**config.mk**
```make
export PLATFORM = sky130hd
export DESIGN_NAME = pwr_mode_ctrl
export DESIGN_NICKNAME = d
export VERILOG_FILES = /design/src/rtl/pwr_mode_pkg.sv /design/src/rtl/pwr_wake_decode.sv /design/src/rtl/pwr_settle_timer.sv /design/src/rtl/pwr_mode_fsm.sv /design/src/rtl/pwr_mode_ctrl.sv
export SDC_FILE = /design/constraint.sdc
export NUM_CORES = 1
export LEC_CHECK = 0
export CORE_MARGIN = 2
export CORE_UTILIZATION = 26
export CTS_BUF_LIST = sky130_fd_sc_hd__clkbuf_4 sky130_fd_sc_hd__clkbuf_8
export DETAILED_ROUTE_END_ITERATION = 7
export GPL_TIMING_DRIVEN = 0
export PLACE_DENSITY = 0.45
export SETUP_SLACK_MARGIN = 0.1
export SYNTH_ARGS = -nofsm -noshare
export SYNTH_HDL_FRONTEND = slang
export SYNTH_SLANG_ARGS = --single-unit
```
**constraint.sdc**
```tcl
create_clock -name clk -period 2.4 [get_ports clk]
set_input_delay 0.72 -clock clk [delete_from_list [all_inputs] [get_ports clk]]
set_output_delay 0.72 -clock clk [all_outputs]
set_load 0.05 [all_outputs]
```
**src/rtl/pwr_mode_pkg.sv**
```systemverilog
package pwr_mode_pkg;

  // encoding seen on mode_o
  typedef enum logic [1:0] {
    PM_ACTIVE = 2'b00,
    PM_IDLE   = 2'b01,
    PM_STOP   = 2'b10
  } pm_mode_e;

  // internal controller state
  typedef enum logic [1:0] {
    S_RUN    = 2'd0,
    S_DOZE   = 2'd1,
    S_HALT   = 2'd2,
    S_SETTLE = 2'd3
  } pm_state_e;

endpackage

```
**src/rtl/pwr_wake_decode.sv**
```systemverilog
module pwr_wake_decode (
  input  logic int_req,
  input  logic ext_int_req,
  input  logic host_continue,
  input  logic sys_rst,
  input  logic soft_rst,
  input  logic dbg_rst,
  output logic any_rst,
  output logic idle_wake,
  output logic stop_wake
);

  always_comb begin
    any_rst   = sys_rst | soft_rst | dbg_rst;
    // IDLE keeps the PLL alive: any interrupt or reset wakes it
    idle_wake = int_req | ext_int_req | any_rst;
    // STOP: host continue, external interrupt or reset only
    stop_wake = host_continue | ext_int_req | any_rst;
  end

endmodule

```
**src/rtl/pwr_settle_timer.sv**
```systemverilog
module pwr_settle_timer #(
  parameter int CNT_W = 16
) (
  input  logic             clk,
  input  logic             rst_n,
  input  logic             load,
  input  logic             run,
  input  logic [CNT_W-1:0] settle_cycles,
  output logic             done
);

  logic [CNT_W-1:0] cnt_q, cnt_d, load_val;
  logic             cnt_en;

  always_comb begin
    // interval of N cycles counts N-1 down to 0; zero behaves as one
    load_val = (settle_cycles == '0) ? '0 : CNT_W'(settle_cycles - 1'b1);
    cnt_en   = load | (run & (cnt_q != '0));
    cnt_d    = load ? load_val : CNT_W'(cnt_q - 1'b1);
    done     = (cnt_q == '0);
  end

  always_ff @(posedge clk or negedge rst_n) begin
    if (!rst_n)      cnt_q <= '0;
    else if (cnt_en) cnt_q <= cnt_d;
  end

endmodule

```
**src/rtl/pwr_mode_fsm.sv**
```systemverilog
module pwr_mode_fsm
  import pwr_mode_pkg::*;
(
  input  logic      clk,
  input  logic      rst_n,
  input  logic      idle_req,
  input  logic      stop_req,
  input  logic      any_rst,
  input  logic      idle_wake,
  input  logic      stop_wake,
  input  logic      settle_done,
  output pm_state_e state,
  output logic      settle_load,
  output logic      settle_run
);

  pm_state_e state_q, state_d;

  always_comb begin
    state_d     = state_q;
    settle_load = 1'b0;
    settle_run  = 1'b0;
    unique case (state_q)
      S_RUN: begin
        if (any_rst)       state_d = S_RUN;   // reset beats sleep
        else if (stop_req) state_d = S_HALT;  // STOP has priority
        else if (idle_req) state_d = S_DOZE;
      end
      S_DOZE: begin
        if (idle_wake) state_d = S_RUN;
      end
      S_HALT: begin
        if (stop_wake) begin
          state_d     = S_SETTLE;
          settle_load = 1'b1;
        end
      end
      S_SETTLE: begin
        settle_run = 1'b1;
        if (settle_done) state_d = S_RUN;
      end
      default: state_d = S_RUN;
    endcase
  end

  always_ff @(posedge clk or negedge rst_n) begin
    if (!rst_n) state_q <= S_RUN;
    else        state_q <= state_d;
  end

  assign state = state_q;

endmodule

```
**src/rtl/pwr_mode_ctrl.sv**
```systemverilog
module pwr_mode_ctrl
  import pwr_mode_pkg::*;
#(
  parameter int CNT_W = 16
) (
  input  logic             clk,
  input  logic             rst_n,
  input  logic             idle_req,
  input  logic             stop_req,
  input  logic             host_continue,
  input  logic             int_req,
  input  logic             ext_int_req,
  input  logic             sys_rst,
  input  logic             soft_rst,
  input  logic             dbg_rst,
  input  logic [CNT_W-1:0] settle_cycles,
  output logic [1:0]       mode_o,
  output logic             core_clk_en,
  output logic             pll_pd,
  output logic             settle_busy
);

  logic      any_rst, idle_wake, stop_wake;
  logic      settle_load, settle_run, settle_done;
  pm_state_e state;

  pwr_wake_decode wake_i (
    .int_req       (int_req),
    .ext_int_req   (ext_int_req),
    .host_continue (host_continue),
    .sys_rst       (sys_rst),
    .soft_rst      (soft_rst),
    .dbg_rst       (dbg_rst),
    .any_rst       (any_rst),
    .idle_wake     (idle_wake),
    .stop_wake     (stop_wake)
  );

  pwr_mode_fsm fsm_i (
    .clk         (clk),
    .rst_n       (rst_n),
    .idle_req    (idle_req),
    .stop_req    (stop_req),
    .any_rst     (any_rst),
    .idle_wake   (idle_wake),
    .stop_wake   (stop_wake),
    .settle_done (settle_done),
    .state       (state),
    .settle_load (settle_load),
    .settle_run  (settle_run)
  );

  pwr_settle_timer #(.CNT_W(CNT_W)) timer_i (
    .clk           (clk),
    .rst_n         (rst_n),
    .load          (settle_load),
    .run           (settle_run),
    .settle_cycles (settle_cycles),
    .done          (settle_done)
  );

  // settle counts as ACTIVE on mode_o, with the clock still held off
  always_comb begin
    unique case (state)
      S_DOZE:  mode_o = PM_IDLE;
      S_HALT:  mode_o = PM_STOP;
      default: mode_o = PM_ACTIVE;
    endcase
    core_clk_en = (state == S_RUN);
    pll_pd      = (state == S_HALT);
    settle_busy = (state == S_SETTLE);
  end

endmodule

```
==> results.cfg <==
[pwr]
p_leak_nw = 0.810
p_per_area_nw_per_um2 = 1070
vdd_drop_max_v = 0.000471

[critical_path]
path_max_fanout = 5
crit_path_start_kind = input pin
crit_type = in2reg
crit_arrival_ps = 2400
critPathRequiredTime_ps = 2560
end_kind = flip-flop
worstRegToRegCells = 7

[clocking]
clkSinkCount = 18
cts_tree = yes
clkLatencyLatePin_ps = 270
cts-buffers-inserted = 3
path_clk_slew_ps = 80
hold_buffers = 0
clock_path_buffers = 2
cts_max_level = 1
cts-root-buf = clkbuf_8

[flow_run]
drv_cap = 0

[grt]
grt_max_degree = 19
grt_pass1_wl_microns = 7550
grt.overflow.total = 0
antenna_found_initial = 0
grt_pass1_vias = 1494
grtUsageTotal_pct = 15.0

[timing]
tightest_slew_ps = 833
fin_worst_skew_ps = 6.24
setup_viol = 0
fin_crit_ps = 2240
maxSlewViolCount = 0
slew_headroom_pct = 44.3
rsz0062_at_grt = true
hold_viol = 0
whs_ps = 568
timing.fmax_ghz = 0.446
finalCritPeriodShare_pct = 93.5

[logic_synthesis]
synth_edf_count = 0
synth-seq-cells = 18
synth-warning-count = 0
synth_top_area_share_pct = 29.4
yosys.area.top_type = dfrtp_1
synth_cell_types = 49
yosys-top-cells-area = dfrtp_1, xnor2_1, o21ai_0
async_reset_ff_share_pct = 100
synth_nets = 216
syn_inst = 187
netlist_area_sq_um = 1530
ys_seq_area_share_pct = 29.4
synth_flop_cell = dfrtp_1
avgSynthCellArea_sq_um = 8.20

[cells_and_area]
antenna_cells = 0
layout.nets = 264
area_growth_pct = 37.8
final_core_util_pct = 37.7
final_cell_mix = nand2_1, dfrtp_1, nor2_1, o21ai_0
instances_no_fill = 306
drive_above_1_share_pct = 23.5

[die]
fp-row-count = 27
top_level_ports = 31
start_util_pct = 27.4
die_area_sq_um = 6530
core_area_sq_um = 5610
die_w_microns = 80.8
die_y_microns = 80.8

[place]
io_buffer_count = 30
place_inst = 289
gp_congestion = 0.867
place.detailed.hpwl_microns = 3490

[drt]
wl_per_cell_microns = 15.3
detail-route-antenna-nets = 0
drt-vias-per-instance = 5.28
vias = 1616
firstDrtPassIters = 6
drtIter0Drc = 89
routed_wl_microns = 4700
drc = 0

[worst_hold_path]
hp-class = reg2reg
hold_depth = 1

[outcome]
status = finished clean
[Yosys cell counts (2+ instances only)]
cell type and instances:
nor2b_1 2, nand3_1 2, or3_1 3, xnor2_1 9
nor3_1 8, a21boi_0 2, o211ai_1 4, buf_2 3
and3_1 3, o221ai_1 3, inv_1 9, o21a_1 2
a31oi_1 4, a21o_1 2, xor2_1 3, nand2_1 18
clkbuf_1 2, nand2b_1 2, o22ai_1 2, nor4_1 10
or4_1 4, dfrtp_1 18, o311ai_0 3, or4_4 2
a21oi_1 10, o221a_2 2, ha_1 3, nor2_1 14
o21ai_0 14, nor3b_1 5
[cell families (layout without fill, tap and decap cells)]
logic type	count (synthesis)	count (layout)	synth area share, %
and+or+nand+nor	80	80	29.4
AOI/OAI and AO/OA	58	58	27.1
DFF	18	18	29.4
buffers and inverters	16	63	4.89
xor gates and xnor gates	12	12	6.85
adders and majority gates	3	3	2.45
[worst max-delay path, cell delays in order]
cell and delay, ps:
buf_2 120, or4_4 570, nor4_4 350, a21o_2 240, buf_6 140, o22ai_2 70, a32o_1 200
[power by group]
group | switching (mW) | internal (mW)
Combinational | 0.806 | 0.589
Sequential | 0.160 | 0.441
Clock | 0.120 | 0.147
Total | 1.09 | 1.18
[cell type report]
| cell class | count | area, sq um |
|---|---|---|
| fillers | 611 | 3490 |
| plain buffers | 7 | 42.5 |
| inverters | 9 | 33.8 |
| flip-flops and latches | 18 | 450 |
| clock buffers | 4 | 55.1 |
| multi-input cells | 153 | 1080 |
| repair buffers | 43 | 364 |
| well taps | 72 | 90.1 |
[state kept, by name, summed over array words and instances, names as in the netlist]
register / flops
fsm_i.state: 2
timer_i.cnt_q: 16
[final timing paths]
check,start,endpoint,slack [ps]
setup / recovery,settle_cycles[5],timer_i.cnt_q[3],160
hold / removal,timer_i.cnt_q[14],timer_i.cnt_q[14],570
setup reg to reg,timer_i.cnt_q[0],timer_i.cnt_q[6],300
hold reg to reg,timer_i.cnt_q[14],timer_i.cnt_q[14],570
max in group asynchronous,rst_n,fsm_i.state[1],960
min in group asynchronous,rst_n,timer_i.cnt_q[15],920
[layer usage]
metal	part of all wire, %	up-vias	track usage [%]
met1	51	747	21.4
met5	0	-	0
met4	1.9	0	5.08
li1	-	812	-
met3	4.5	9	1.56
met2	43	48	23.6
[stage by stage]
step | area (sq um) | power, mW | setup slack (ps) | TNS, ps
6_report | 2110 | 2.26 | 156 | 0
5_1_grt | 2110 | 2.44 | 73.8 | 0
4_1_cts | 2070 | 2.17 | 113 | 0
3_5_place_dp | 1930 | 1.85 | -517 | -6550
3_3_place_gp | 1930 | 1.85 | -525 | -6700
2_1_floorplan | 1540 | 1.46 | 154 | 0
[what timing repair did]
item                       4_1_cts  5_1_grt
resized for setup               45       21
pin swaps                        6        6
gates cloned                     1        0
setup endpoints to repair       21       17
buffers inserted                 9        3
(Power assumes the default switching activity.)
